[src/rtl/flash_pe_pkg.sv]
package flash_pe_pkg;

  typedef enum logic [2:0] {
    ST_IDLE,
    ST_PROG,
    ST_WINDOW,
    ST_ERASE,
    ST_SUSP,
    ST_PROTWAIT,
    ST_FAIL,
    ST_RECOVER
  } peState_t;

  // Strobes from control to datapath
  typedef struct packed {
    logic latchProg;
    logic commitProg;
    logic commitErase;
  } peStrobe_t;

  function automatic int maxOf(int a, int b);
    return (a > b) ? a : b;
  endfunction

endpackage

[src/rtl/flash_pe_ctrl.sv]
module flash_pe_ctrl
  import flash_pe_pkg::*;
#(
  parameter int NUM_BLOCKS     = 8,
  parameter int BLK_W          = 3,
  parameter int PROG_CYCLES    = 10,
  parameter int FAIL_LIMIT     = 40,
  parameter int ERASE_CYCLES   = 30,
  parameter int WINDOW_CYCLES  = 12,
  parameter int PROT_CYCLES    = 15,
  parameter int RECOVER_CYCLES = 6
) (
  input  logic                  clk,
  input  logic                  rstN,
  input  logic                  progStart,
  input  logic [BLK_W-1:0]      progBlk,
  input  logic                  blkEraseStart,
  input  logic [BLK_W-1:0]      blkIdx,
  input  logic                  chipEraseStart,
  input  logic                  suspendReq,
  input  logic                  resumeReq,
  input  logic                  resetCmd,
  input  logic [NUM_BLOCKS-1:0] protMask,
  input  logic                  rdStrobe,
  input  logic [BLK_W-1:0]      rdBlk,
  input  logic                  progBad,
  input  logic                  progBit7,
  output peStrobe_t             strobe,
  output logic [NUM_BLOCKS-1:0] eraseMask,
  output logic                  rdStatus,
  output logic [7:0]            statusByte,
  output logic                  busy,
  output logic                  suspended
);

  localparam int MAX_A  = maxOf(PROG_CYCLES, FAIL_LIMIT);
  localparam int MAX_B  = maxOf(ERASE_CYCLES, WINDOW_CYCLES);
  localparam int MAX_C  = maxOf(PROT_CYCLES, RECOVER_CYCLES);
  localparam int MAX_ALL = maxOf(maxOf(MAX_A, MAX_B), MAX_C);
  localparam int CNT_W  = $clog2(MAX_ALL + 1);
  localparam logic [CNT_W-1:0] PROG_END  = CNT_W'(PROG_CYCLES - 1);
  localparam logic [CNT_W-1:0] FAIL_END  = CNT_W'(FAIL_LIMIT - 1);
  localparam logic [CNT_W-1:0] ERASE_END = CNT_W'(ERASE_CYCLES - 1);
  localparam logic [CNT_W-1:0] WIN_END   = CNT_W'(WINDOW_CYCLES - 1);
  localparam logic [CNT_W-1:0] PROT_END  = CNT_W'(PROT_CYCLES - 1);
  localparam logic [CNT_W-1:0] REC_END   = CNT_W'(RECOVER_CYCLES - 1);

  peState_t              st, stNext;
  logic [CNT_W-1:0]      cnt, cntNext;
  logic [NUM_BLOCKS-1:0] eraseSet, setNext;
  logic                  tog;
  logic                  toggling;

  always_comb begin
    stNext  = st;
    cntNext = cnt + 1'b1;
    setNext = eraseSet;
    strobe  = '0;
    unique case (st)
      ST_IDLE: begin
        cntNext = '0;
        if (progStart) begin
          if (!protMask[progBlk]) begin
            strobe.latchProg = 1'b1;
            stNext = ST_PROG;
          end
        end else if (blkEraseStart) begin
          setNext = NUM_BLOCKS'(1) << blkIdx;
          stNext  = ST_WINDOW;
        end else if (chipEraseStart) begin
          if ((~protMask) != '0) begin
            setNext = ~protMask;
            stNext  = ST_ERASE;
          end else begin
            setNext = '0;
            stNext  = ST_PROTWAIT;
          end
        end
      end
      ST_PROG: begin
        if (progBad) begin
          if (cnt == FAIL_END) stNext = ST_FAIL;
        end else if (cnt == PROG_END) begin
          strobe.commitProg = 1'b1;
          stNext = ST_IDLE;
        end
      end
      ST_WINDOW: begin
        if (resetCmd) begin
          stNext = ST_RECOVER; cntNext = '0; setNext = '0;
        end else if (suspendReq) begin
          stNext = ST_SUSP; cntNext = '0; setNext = eraseSet & ~protMask;
        end else if (blkEraseStart) begin
          setNext = eraseSet | (NUM_BLOCKS'(1) << blkIdx);
          cntNext = '0;
        end else if (cnt == WIN_END) begin
          cntNext = '0;
          setNext = eraseSet & ~protMask;
          stNext  = ((eraseSet & ~protMask) != '0) ? ST_ERASE : ST_PROTWAIT;
        end
      end
      ST_ERASE: begin
        if (resetCmd) begin
          stNext = ST_RECOVER; cntNext = '0; setNext = '0;
        end else if (suspendReq) begin
          stNext = ST_SUSP; cntNext = cnt;
        end else if (cnt == ERASE_END) begin
          strobe.commitErase = 1'b1;
          setNext = '0;
          stNext  = ST_IDLE;
        end
      end
      ST_SUSP: begin
        cntNext = cnt;
        if (resetCmd) begin
          stNext = ST_RECOVER; cntNext = '0; setNext = '0;
        end else if (resumeReq) begin
          stNext = ST_ERASE;
        end
      end
      ST_PROTWAIT: begin
        if (cnt == PROT_END) begin
          stNext = ST_IDLE; setNext = '0;
        end
      end
      ST_FAIL: begin
        cntNext = cnt;
        if (resetCmd) stNext = ST_IDLE;
      end
      ST_RECOVER: begin
        if (cnt == REC_END) stNext = ST_IDLE;
      end
      default: stNext = ST_IDLE;
    endcase
  end

  always_ff @(posedge clk or negedge rstN) begin
    if (!rstN) begin
      st       <= ST_IDLE;
      cnt      <= '0;
      eraseSet <= '0;
    end else begin
      st       <= stNext;
      cnt      <= cntNext;
      eraseSet <= setNext;
    end
  end

  assign toggling = (st == ST_PROG) || (st == ST_WINDOW) || (st == ST_ERASE) ||
                    (st == ST_PROTWAIT) || (st == ST_FAIL);

  always_ff @(posedge clk or negedge rstN) begin
    if (!rstN)                    tog <= 1'b0;
    else if (rdStrobe && toggling) tog <= ~tog;
  end

  always_comb begin
    rdStatus = toggling || ((st == ST_SUSP) && eraseSet[rdBlk]);
    statusByte = {((st == ST_PROG) || (st == ST_FAIL)) ? ~progBit7 : 1'b0,
                  tog,
                  (st == ST_FAIL),
                  1'b0,
                  (st == ST_ERASE) || (st == ST_PROTWAIT) || (st == ST_SUSP),
                  3'b000};
  end

  assign eraseMask = eraseSet;
  assign busy      = toggling || (st == ST_RECOVER);
  assign suspended = (st == ST_SUSP);

  AST_WINDOW_RESTART: assert property (@(posedge clk) disable iff (!rstN)
    (st == ST_WINDOW && blkEraseStart && !suspendReq && !resetCmd) |=> (st == ST_WINDOW && cnt == '0));
  AST_PROT_PROG_DROPPED: assert property (@(posedge clk) disable iff (!rstN)
    (st == ST_IDLE && progStart && protMask[progBlk]) |=> (st == ST_IDLE));
  AST_PROG_IGNORES_CMDS: assert property (@(posedge clk) disable iff (!rstN)
    (st == ST_PROG && !progBad && cnt != PROG_END) |=> (st == ST_PROG));
  AST_FAIL_STICKY: assert property (@(posedge clk) disable iff (!rstN)
    (st == ST_FAIL && !resetCmd) |=> (st == ST_FAIL));
  AST_TOGGLE_HOLD_SUSP: assert property (@(posedge clk) disable iff (!rstN)
    (st == ST_SUSP) |=> $stable(tog));
  AST_SUSP_FROM_ERASE: assert property (@(posedge clk) disable iff (!rstN)
    $rose(suspended) |-> ($past(st) == ST_WINDOW || $past(st) == ST_ERASE));

endmodule

[src/rtl/flash_pe_datapath.sv]
module flash_pe_datapath
  import flash_pe_pkg::*;
#(
  parameter int NUM_BLOCKS  = 8,
  parameter int BLOCK_BYTES = 4,
  parameter int ADDR_W      = 5
) (
  input  logic                  clk,
  input  logic                  rstN,
  input  peStrobe_t             strobe,
  input  logic [NUM_BLOCKS-1:0] eraseMask,
  input  logic [ADDR_W-1:0]     progAddr,
  input  logic [7:0]            progData,
  input  logic                  rdStrobe,
  input  logic [ADDR_W-1:0]     rdAddr,
  input  logic                  rdStatus,
  input  logic [7:0]            statusByte,
  output logic                  progBad,
  output logic                  progBit7,
  output logic [7:0]            rdData
);

  localparam int TOTAL = NUM_BLOCKS * BLOCK_BYTES;

  logic [7:0]        mem [TOTAL];
  logic [ADDR_W-1:0] tgtAddr;
  logic [7:0]        tgtData;

  always_ff @(posedge clk or negedge rstN) begin
    if (!rstN) begin
      tgtAddr <= '0;
      tgtData <= 8'hFF;
    end else if (strobe.latchProg) begin
      tgtAddr <= progAddr;
      tgtData <= progData;
    end
  end

  for (genvar i = 0; i < TOTAL; i++) begin : gByte
    always_ff @(posedge clk or negedge rstN) begin
      if (!rstN)
        mem[i] <= 8'hFF;
      else if (strobe.commitErase && eraseMask[i / BLOCK_BYTES])
        mem[i] <= 8'hFF;
      else if (strobe.commitProg && tgtAddr == ADDR_W'(i))
        mem[i] <= mem[i] & tgtData;
    end
  end

  assign progBad  = ((mem[tgtAddr] & tgtData) != tgtData);
  assign progBit7 = tgtData[7];

  always_ff @(posedge clk or negedge rstN) begin
    if (!rstN)         rdData <= 8'h00;
    else if (rdStrobe) rdData <= rdStatus ? statusByte : mem[rdAddr];
  end

  AST_PROG_ONLY_CLEARS: assert property (@(posedge clk) disable iff (!rstN)
    strobe.commitProg |=> ((mem[$past(tgtAddr)] & ~$past(mem[tgtAddr])) == 8'h00));
  AST_STATUS_RESERVED_ZERO: assert property (@(posedge clk) disable iff (!rstN)
    (rdStrobe && rdStatus) |=> ((rdData & 8'h17) == 8'h00));

endmodule

[src/rtl/flash_pe_engine.sv]
module flash_pe_engine
  import flash_pe_pkg::*;
#(
  parameter int NUM_BLOCKS     = 8,
  parameter int BLOCK_BYTES    = 4,
  parameter int PROG_CYCLES    = 10,
  parameter int FAIL_LIMIT     = 40,
  parameter int ERASE_CYCLES   = 30,
  parameter int WINDOW_CYCLES  = 12,
  parameter int PROT_CYCLES    = 15,
  parameter int RECOVER_CYCLES = 6,
  localparam int BLK_W  = $clog2(NUM_BLOCKS),
  localparam int OFF_W  = $clog2(BLOCK_BYTES),
  localparam int ADDR_W = BLK_W + OFF_W
) (
  input  logic                  clk,
  input  logic                  rstN,
  input  logic                  progStart,
  input  logic [ADDR_W-1:0]     progAddr,
  input  logic [7:0]            progData,
  input  logic                  blkEraseStart,
  input  logic [BLK_W-1:0]      blkIdx,
  input  logic                  chipEraseStart,
  input  logic                  suspendReq,
  input  logic                  resumeReq,
  input  logic                  resetCmd,
  input  logic [NUM_BLOCKS-1:0] protMask,
  input  logic                  rdStrobe,
  input  logic [ADDR_W-1:0]     rdAddr,
  output logic [7:0]            rdData,
  output logic                  busy,
  output logic                  suspended
);

  peStrobe_t             strobe;
  logic [NUM_BLOCKS-1:0] eraseMask;
  logic                  rdStatus, progBad, progBit7;
  logic [7:0]            statusByte;

  flash_pe_ctrl #(
    .NUM_BLOCKS(NUM_BLOCKS), .BLK_W(BLK_W),
    .PROG_CYCLES(PROG_CYCLES), .FAIL_LIMIT(FAIL_LIMIT),
    .ERASE_CYCLES(ERASE_CYCLES), .WINDOW_CYCLES(WINDOW_CYCLES),
    .PROT_CYCLES(PROT_CYCLES), .RECOVER_CYCLES(RECOVER_CYCLES)
  ) uCtrl (
    .clk(clk), .rstN(rstN),
    .progStart(progStart), .progBlk(progAddr[ADDR_W-1 -: BLK_W]),
    .blkEraseStart(blkEraseStart), .blkIdx(blkIdx),
    .chipEraseStart(chipEraseStart), .suspendReq(suspendReq),
    .resumeReq(resumeReq), .resetCmd(resetCmd), .protMask(protMask),
    .rdStrobe(rdStrobe), .rdBlk(rdAddr[ADDR_W-1 -: BLK_W]),
    .progBad(progBad), .progBit7(progBit7),
    .strobe(strobe), .eraseMask(eraseMask),
    .rdStatus(rdStatus), .statusByte(statusByte),
    .busy(busy), .suspended(suspended)
  );

  flash_pe_datapath #(
    .NUM_BLOCKS(NUM_BLOCKS), .BLOCK_BYTES(BLOCK_BYTES), .ADDR_W(ADDR_W)
  ) uData (
    .clk(clk), .rstN(rstN), .strobe(strobe), .eraseMask(eraseMask),
    .progAddr(progAddr), .progData(progData),
    .rdStrobe(rdStrobe), .rdAddr(rdAddr),
    .rdStatus(rdStatus), .statusByte(statusByte),
    .progBad(progBad), .progBit7(progBit7), .rdData(rdData)
  );

endmodule

[config.mk]
export PLATFORM = sky130hd
export DESIGN_NAME = flash_pe_engine
export DESIGN_NICKNAME = d
export VERILOG_FILES = /design/src/rtl/flash_pe_pkg.sv /design/src/rtl/flash_pe_ctrl.sv /design/src/rtl/flash_pe_datapath.sv /design/src/rtl/flash_pe_engine.sv
export SDC_FILE = /design/constraint.sdc
export NUM_CORES = 1
export LEC_CHECK = 0
export CAP_MARGIN = 20
export CORE_UTILIZATION = 40
export DETAILED_ROUTE_END_ITERATION = 10
export SYNTH_ARGS = -nofsm -noshare
export SYNTH_HDL_FRONTEND = slang
export SYNTH_SLANG_ARGS = --single-unit
[constraint.sdc]
create_clock -name clk -period 6.1 [get_ports clk]
set_input_delay 1.22 -clock clk [delete_from_list [all_inputs] [get_ports clk]]
set_output_delay 1.22 -clock clk [all_outputs]
set_load 0.05 [all_outputs]
After elaboration in Yosys (flattened, before gate mapping)
Index checks and enable logic that the tools add are counted.

Register bits after elaboration: 295. Input bits: 38. Output and inout bits: 10. Word-level logic and storage cells: 369.

Add/sub/neg operators: 1. $lt $le $gt $ge: 4. Equality and inequality tests: 62. Shift operators: 1. Multiplexer cells: 130. Bitwise operators: 41. Reduce and logical (&&, ||, !) cells: 91.

Operators by type and width (count): 8-bit 2-to-1 mux (82); 8-bit AND (34); 8-bit binary-select mux with 5-bit select (2); 5-bit == test, second input constant (16); 2-bit nonzero test (32); 3-bit 2-to-1 mux (21); 1-bit logical AND (42); 6-bit 2-to-1 mux (7); 5-bit by 4-bit == test with 1-bit output, second input constant (8); 8-bit one-hot mux with 5 select lines (1); 6-bit one-hot mux with 5 select lines (1); 3-bit one-hot mux with 8 select lines (1); 5-bit by 3-bit == test with 1-bit output, second input constant (4); 6-bit by 4-bit == test with 1-bit output, second input constant (3); 8-bit nonzero test (2); 1-bit 2-to-1 mux (13); 3-bit == test, second input constant (4); 6-bit >= comparator, second input constant (2); 3-bit != test, second input constant (4); 5-bit inverter with 6-bit output (2); 11-bit AND reduction (1); 5-bit by 2-bit == test with 1-bit output, second input constant (2); 1-bit logical OR (9); 3-bit by 2-bit != test with 1-bit output, second input constant (3); 24 further kinds (34).

Depth between registers and ports, before layout
Gate-level depths: netlist of the first run.

Depth after elaboration: 11. Gate-level depth with buffers: 15. Depth with buffers taken out: 9.

Modules after synthesis
A second synthesis of the first run with hierarchy kept.

Cell total of the unflattened synthesis: 1494. Area, all modules: 16351.9 µm².

Modules (own cells, without submodules): flash_pe_datapath (instances 1, cells each 1254, area each 14401.3 µm², seq. area each 7262.0 µm²); flash_pe_ctrl (instances 1, cells each 240, area each 1950.6 µm², seq. area each 450.4 µm²).

Least setup slack after synthesis of the first run
Ideal clock, no wire load.

Kind: input to register. Start: input port rdAddr[1]. End: register uData.rdData[7]. Setup time: 0.137 ns. Arrival time: 3.824 ns. Data required time: 5.963 ns. Slack: 2.139 ns. Stages: 8. Path buffers: 3. Path through: clkbuf_1 clkbuf_1 buf_1 mux4_2 mux4_2 mux2_2 a21oi_1 a21oi_1.

Longest elaborated chain between the ends: 5.

RTL lines: start: declaration (RTL line flash_pe_engine.sv:29) `input logic [ADDR_W-1:0] rdAddr,`; 5-bit inverter with 6-bit output (not written as such) (RTL line flash_pe_datapath.sv:55) `else if (rdStrobe) rdData <= rdStatus ? statusByte : mem[rdAddr];`; 8-bit binary-select mux with 5-bit select (RTL line flash_pe_datapath.sv:55); 8-bit 2-to-1 mux (not written as such) (2 in a row) (RTL line flash_pe_datapath.sv:55); 8-bit 2-to-1 mux (RTL line flash_pe_datapath.sv:55); end signal: assignment (RTL line flash_pe_datapath.sv:55); end: declaration (RTL line flash_pe_datapath.sv:20) `output logic [7:0] rdData`.

Every way passes these cells. The select of a mux whose other input is x is not followed. A chain may end at the register's enable or synchronous reset.

Final worst setup path of the first run
Start: register uData.tgtAddr[2]. End: register uData.mem[131] (netlist bit).

Longest elaborated chain between the ends: 10. Elaborated cells on any way between the ends: 11. Classes of those cells: eq/ne: 2; mux: 5; bitwise: 2; reduce/logical: 2.

RTL lines: start: declaration (RTL line flash_pe_datapath.sv:26) `logic [ADDR_W-1:0] tgtAddr;`; start signal: assignment (RTL line flash_pe_datapath.sv:34) `tgtAddr <= progAddr;`; 5-bit inverter with 6-bit output (not written as such) (RTL line flash_pe_datapath.sv:50) `assign progBad = ((mem[tgtAddr] & tgtData) != tgtData);`; 8-bit binary-select mux with 5-bit select (RTL line flash_pe_datapath.sv:50); 8-bit 2-to-1 mux (not written as such) (2 in a row) (RTL line flash_pe_datapath.sv:50); 8-bit AND (RTL line flash_pe_datapath.sv:50); 8-bit != test (RTL line flash_pe_datapath.sv:50); 1-bit 2-to-1 mux (RTL line flash_pe_ctrl.sv:81) `if (progBad) begin`; 1-bit 2-to-1 mux (RTL line flash_pe_ctrl.sv:59) `unique case (st)`; 1-bit logical AND (*) (RTL line flash_pe_datapath.sv:45) `else if (strobe.commitProg && tgtAddr == ADDR_W'(i))`; 2-bit nonzero test (no line) (*); end signal: indexed assignment (RTL line flash_pe_datapath.sv:46) `mem[i] <= mem[i] & tgtData;`; end: declaration (RTL line flash_pe_datapath.sv:25) `logic [7:0] mem [TOTAL];`.

Every way passes the cells marked *; elsewhere a longest branch is shown, timed or not. The select of a mux whose other input is x is not followed.

==> metrics.cfg, run 1 <==
[outcome]
status = completed

[critical_path]
start_kind = flip-flop
crit_fanout = 128
path_cells = nand3b_1, o22ai_1, a211oi_1, or4_4, a2111oi_4, and2_4, buf_12, a31oi_1
crit_type = reg2reg
cp_slowest_cell = nand3b_1
cp_top_family = simple AND/OR/NAND/NOR gates
crit_path_end_kind = flip-flop
slowest_delay_ns = 1.04
required_ns = 6.50
arrival_ns = 5.29
cp_num_buf_inv = 1

[place]
port_buffers = 47
dp.final_hpwl_mm = 32.74
gp_congestion = 0.9455

[timing]
fin_tns_setup_ns = 0
report.final.slew_viol_count = 0
fin_skew_ns = 0.01825
min_period_ns = 4.889
worst_slew_pin_slew_ns = 1.142
hold_viol = 0
finalSetupViolations = 0
max_slew_margin = 0.2361
grt_setup_unrepaired = false
fmax_mhz = 204.6
period_share = 0.8014

[power_and_ir_drop]
ir_drop_mv = 0.2125
finalPower_mw = 6.372
powerDensity_mw_per_mm2 = 336.6
leakagePower_nw = 6.734

[cts]
cts_tree = done
cts_resized = 0
cts_setup_buffers = 0
cts_buffer_depth = 3
numCtsBuffers = 35
clk_pin_slew_ns = 0.06
htree_levels = 2
clk_latency_ns = 0.53
clockRootBuffer = clkbuf_16
clock_sinks = 295
cts_hold_buf = 0

[global_route]
grt_use_met3 = 0.04160
grt.overflow.total = 0
antenna_found_initial = 0
track_usage = 0.2412
grt_max_degree = 130
gr-max-usage-layer = met2
met2_usage = 0.3815
grt_pass1_vias = 13630
gr-usage-met1 = 0.3355
grt_first_pass_wirelength_mm = 82.22

[detailed_routing]
via_per_inst = 6.471
drc = 0
routed_wirelength_mm = 52.21
wl_per_cell_microns = 24.98
vias = 13530
firstDrtPassIters = 6
ant_nets = 0
drt_iter0_drc = 1640

[floorplan]
initial_utilization = 0.4084
coreArea_sq_mm = 0.04223
ioPinCount = 48
die_area_sq_mm = 0.04395
row_count = 75
die_y_microns = 209.6
fp.dieW_microns = 209.6

[layout]
drive_above_1_share = 0.3469
final_common_cell = nor2_1
final_cell_mix = nor2_1 (333), a31oi_1 (267), dfstp_2 (264)
antennaDiodeCount = 0
nets = 1569
syn2layout_area_growth_pct = 9.772

[synth]
ys_types = 62
synth_ff_type = dfstp_2
syn_inst = 1560
synth_edf_count = 0
ys_async_sr_fraction = 1.000
syn_area_sq_mm = 0.01725
ys_ff_latch = 295
synthesis.nets = 1602
yosys_warnings = 0
ys_seq_area_frac = 0.4472
syn_area_per_cell_sq_um = 11.06

[run]
max-cap-violations = 0

[hold_path]
hold_class = reg2reg

[flip-flops by register name, summed over array words and instances, names as in the netlist]
| name | flops |
|---|---|
| uCtrl.st | 3 |
| uData.rdData | 8 |
| uData.tgtAddr | 5 |
| uCtrl.cnt | 6 |
| uCtrl.eraseMask | 8 |
| uData.mem | 256 |
| uCtrl.tog | 1 |
| uData.tgtData | 8 |
[path summary, 6_finish.rpt]
| kind | from | endpoint | slack [ns] | cells after the start |
|---|---|---|---|---|
| setup / recovery | uData.tgtAddr[2] | uData.mem[131] | 1.21 | 8 |
| hold / removal | uCtrl.tog | uCtrl.tog | 0.49 | 1 |
| setup reg to reg | uData.tgtAddr[2] | uData.mem[131] | 1.21 | 8 |
| hold reg to reg | uCtrl.tog | uCtrl.tog | 0.49 | 1 |
| max in group asynchronous | rstN | uData.mem[42] | 3.94 | 2 |
| min in group asynchronous | rstN | uCtrl.eraseMask[7] | 0.79 | 1 |
[power breakdown]
group          switching, mW  internal (mW)
sequential             0.337           2.08
combinational           1.26          0.640
clock                  0.840           1.22
[cell families after synthesis]
| group | Yosys count | share of synthesized area |
|---|---|---|
| xor+xnor | 1 | 0.0005079 |
| fa+ha+maj | 4 | 0.002902 |
| mux | 200 | 0.2156 |
| buf+inv | 181 | 0.06203 |
| flops | 295 | 0.4472 |
| simple gates | 486 | 0.1209 |
| compound gates | 393 | 0.1508 |
[layer usage]
| metal | vias to the layer above | routed length (microns) |
|---|---|---|
| met5 | - | 0 |
| met4 | 0 | 1826 |
| met3 | 131 | 3948 |
| met2 | 607 | 24170 |
| met1 | 6920 | 22270 |
| li1 | 5867 | - |
[Yosys cell counts (15+ instances only)]
| cell | instances | area, sq um |
|---|---|---|
| a31oi_1 | 267 | 1670 |
| clkbuf_1 | 95 | 356.6 |
| dfrtp_1 | 31 | 775.7 |
| mux2_2 | 22 | 247.7 |
| dfstp_2 | 264 | 6937 |
| o21ai_0 | 19 | 95.09 |
| nor2_1 | 339 | 1272 |
| nor3_1 | 38 | 190.2 |
| a21oi_1 | 22 | 110.1 |
| nand2b_1 | 15 | 93.84 |
| mux2i_1 | 43 | 430.4 |
| inv_1 | 22 | 82.58 |
| buf_8 | 20 | 300.3 |
| nand3_1 | 16 | 80.08 |
| mux4_2 | 135 | 3040 |
| nand2_1 | 31 | 116.4 |
[area by class of cell]
cell class / instances / area (sq um)
timing repair buffer: 88 / 834.6
fill: 3950 / 23300
clock inverter: 8 / 71.32
tap: 539 / 674.4
inverter: 23 / 86.33
clock buffer: 53 / 1045
sequential: 295 / 7719
multi-input combinational: 1084 / 8502
[stage by stage]
stage | area (sq um) | hold WS (ns) | setup WS, ns | instances | util
after floorplan | 17250 | 0.4465 | 2.139 | 1560 | -
after global placement | 17770 | 0.4657 | 1.464 | 2026 | 0.4208
after detailed placement | 17790 | 0.4716 | 1.375 | 2028 | 0.4212
after CTS | 18900 | 0.4839 | 1.363 | 2089 | 0.4477
after global routing | 18930 | 0.5027 | 1.167 | 2090 | 0.4483
final | 18930 | 0.4908 | 1.212 | 2090 | 0.4483
Power figures use the tool's default switching activity.
==> run 2: changes to the inputs <==
==> constraint.sdc (replaced) <==
create_clock -name clk -period 4.6 [get_ports clk]
set_input_delay 0.92 -clock clk [delete_from_list [all_inputs] [get_ports clk]]
set_output_delay 0.92 -clock clk [all_outputs]
set_load 0.05 [all_outputs]
==> metrics.cfg, run 2 (same netlist as run 1, synthesis figures left out) <==
[global_route]
antenna_found_initial = 0  ; unchanged
grt_max_degree = 106  ; was 130
grt.overflow.total = 0  ; unchanged
track_usage = 0.2467  ; was 0.2412
grt_first_pass_wirelength_mm = 82.69  ; was 82.22 mm
grt_pass1_vias = 13610  ; was 13,630

[timing]
fmax_mhz = 252.0  ; was 204.6 MHz
fin_skew_ns = 0.02265  ; was 0.01825 ns
fin_tns_setup_ns = 0  ; unchanged
grt_setup_unrepaired = false  ; unchanged
report.final.slew_viol_count = 0  ; unchanged
finalWorstSetupSlack_ns = 0.6313  ; was 1.212 ns
worst_slew_pin_slew_ns = 0.9798  ; was 1.142 ns
min_period_ns = 3.969  ; was 4.889 ns
finalSetupViolations = 0  ; unchanged
hold_viol = 0  ; unchanged
max_slew_margin = 0.3468  ; was 0.2361
period_share = 0.8628  ; was 0.8014

[critical_path]
crit_type = reg2reg  ; unchanged
crit_fanout = 47  ; was 128
crit_path_end_kind = flip-flop  ; unchanged
required_ns = 5.05  ; was 6.50 ns
cp_num_buf_inv = 2  ; was 1
start_kind = flip-flop  ; unchanged
arrival_ns = 4.42  ; was 5.29 ns
slowest_delay_ns = 1.02  ; was 1.04 ns
cp_slowest_cell = dfrtp_4  ; was nand3b_1
cp_top_family = simple AND/OR/NAND/NOR gates  ; unchanged
path_cells = buf_4, mux4_2, a22o_1, a211oi_1, or4_4, a2111oi_4, and2_4, buf_4, a31oi_1  ; was nand3b_1, o22ai_1, a211oi_1, or4_4, a2111oi_4, and2_4, buf_12, a31oi_1
cpMostUsedCell = buf_4

[detailed_routing]
ant_nets = 0  ; unchanged
vias = 13590  ; was 13,530
via_per_inst = 6.396  ; was 6.471
routed_wirelength_mm = 53.27  ; was 52.21 mm
drt_iter0_drc = 1427  ; was 1,640
wl_per_cell_microns = 25.07  ; was 24.98 microns
firstDrtPassIters = 6  ; unchanged
drc = 0  ; unchanged

[cts]
clk_pin_slew_ns = 0.06  ; about the same
cts_buffer_depth = 3  ; unchanged
cts_hold_buf = 0  ; unchanged
clockRootBuffer = clkbuf_16  ; unchanged
numCtsBuffers = 35  ; unchanged
clk_latency_ns = 0.55  ; was 0.53 ns
cts_tree = done  ; unchanged
htree_levels = 2  ; unchanged
cts_resized = 0  ; unchanged
cts_setup_buffers = 0  ; unchanged
clock_sinks = 295  ; unchanged

[floorplan]
die_y_microns = 209.6  ; unchanged
coreArea_sq_mm = 0.04223  ; unchanged
die_area_sq_mm = 0.04395  ; unchanged
row_count = 75  ; unchanged
fp.dieW_microns = 209.6  ; unchanged
initial_utilization = 0.4084  ; unchanged
ioPinCount = 48  ; unchanged

[power_and_ir_drop]
seqPwrFrac = 0.364  ; was 0.379
combPwrFrac = 0.306  ; was 0.297
internal_power_mw = 5.412  ; was 3.939 mW
leakagePower_nw = 6.940  ; was 6.734 nW
p_sw_frac = 0.3758  ; was 0.3818
switchingPower_mw = 3.259  ; was 2.433 mW
ir_drop_mv = 0.3913  ; was 0.2125 mV
powerDensity_mw_per_mm2 = 449.1  ; was 336.6 mW/mm^2
clockPowerShare = 0.330  ; was 0.324

[layout]
nets = 1601  ; was 1,569
largest_reg_flops = 256  ; unchanged
antennaDiodeCount = 0  ; unchanged
final_cell_mix = nor2_1 (333), a31oi_1 (267), dfstp_2 (264)  ; unchanged
syn2layout_area_growth_pct = 11.94  ; was 9.772%
drive_above_1_share = 0.3600  ; was 0.3469
finalInstanceArea_sq_mm = 0.01931  ; was 0.01893 sq mm
final_common_cell = nor2_1  ; unchanged
top_register = uData.mem  ; unchanged

[place]
placedInstanceArea_sq_mm = 0.01812  ; was 0.01779 sq mm
place_ws_ns = 0.6772  ; was 1.375 ns
gp_congestion = 0.8917  ; was 0.9455
port_buffers = 47  ; unchanged
dp.final_hpwl_mm = 34.80  ; was 32.74 mm

[run]
max-cap-violations = 0  ; unchanged

[outcome]
status = completed  ; unchanged

[hold_path]
hold_class = in2async  ; was reg2reg

==> run 2: cell count changes in the layout (fill, tap and decap cells not counted) <==
cell / delta
buf_12: +8
clkinv_4: +1
buf_4: +26
buf_6: -1
clkinvlp_4: -1
nor2_2: +2
clkinv_8: +1
clkbuf_8: +2
nor2_4: -2
bufinv_16: +1
buf_16: -1
clkbuf_1: +2
clkinv_2: -3
==> run 2: worst reg2reg max path, cell delays in order, from the launching register on <==
cell and delay [ns]:
dfrtp_4 1.02, buf_4 0.38, mux4_2 0.23, a22o_1 0.14, a211oi_1 0.06, or4_4 0.58
a2111oi_4 0.37, and2_4 0.63, buf_4 0.34, a31oi_1 0.11
==> run 2: worst paths after layout <==
kind                                  start                 end  slack [ns]  cells after the start
max                        uData.tgtAddr[1]       uData.mem[37]        0.63                      9
max in group asynchronous              rstN      uData.mem[227]        3.10                      2
min in group clk                  uCtrl.tog           uCtrl.tog        0.48                      1
max reg2reg                uData.tgtAddr[1]       uData.mem[37]        0.63                      9
min                                    rstN  uCtrl.eraseMask[7]        0.40                      1
min reg2reg                       uCtrl.tog           uCtrl.tog        0.48                      1
==> run 2: per-layer routing <==
layer  GRT usage  vias up  part of all wire
met3     0.06240      101             0.088
li1            -     5918                 -
met1      0.3340     6967              0.42
met5    0.001112        -                 0
met2      0.3798      605              0.46
met4     0.09816        0             0.034
==> run 2: final cells by class <==
class                   instances  area (sq um)
clock buffers                  57          1080
clock inverters                 7         103.9
fillers                      3872         22920
inverters                      23         86.33
multi-input cells            1084          8492
flip-flops and latches        295          7719
well taps                     539         674.4
repair buffers                120          1151
==> run 2: through the flow <==
| step | instances | total power [mW] | hold WS (ns) | util |
|---|---|---|---|---|
| after floorplan | 1560 | 4.923 | 0.4465 | - |
| after global routing | 2125 | 9.012 | 0.4877 | 0.4572 |
| after detailed placement | 2061 | 5.795 | 0.4658 | 0.4292 |
| after CTS | 2125 | 8.687 | 0.4759 | 0.4572 |
| final | 2125 | 8.671 | 0.4039 | 0.4572 |
| after global placement | 2061 | 5.778 | 0.4644 | 0.4292 |
==> run 2: power groups by stage <==
stage                     Sequential (mW)  Clock, mW  Combinational, mW
after CTS                            3.15       2.92               2.62
final                                3.16       2.86               2.65
after detailed placement             3.18          0               2.61
after global placement               3.18          0               2.60
after global routing                 3.18       3.02               2.82
after floorplan                      2.92          0               2.00
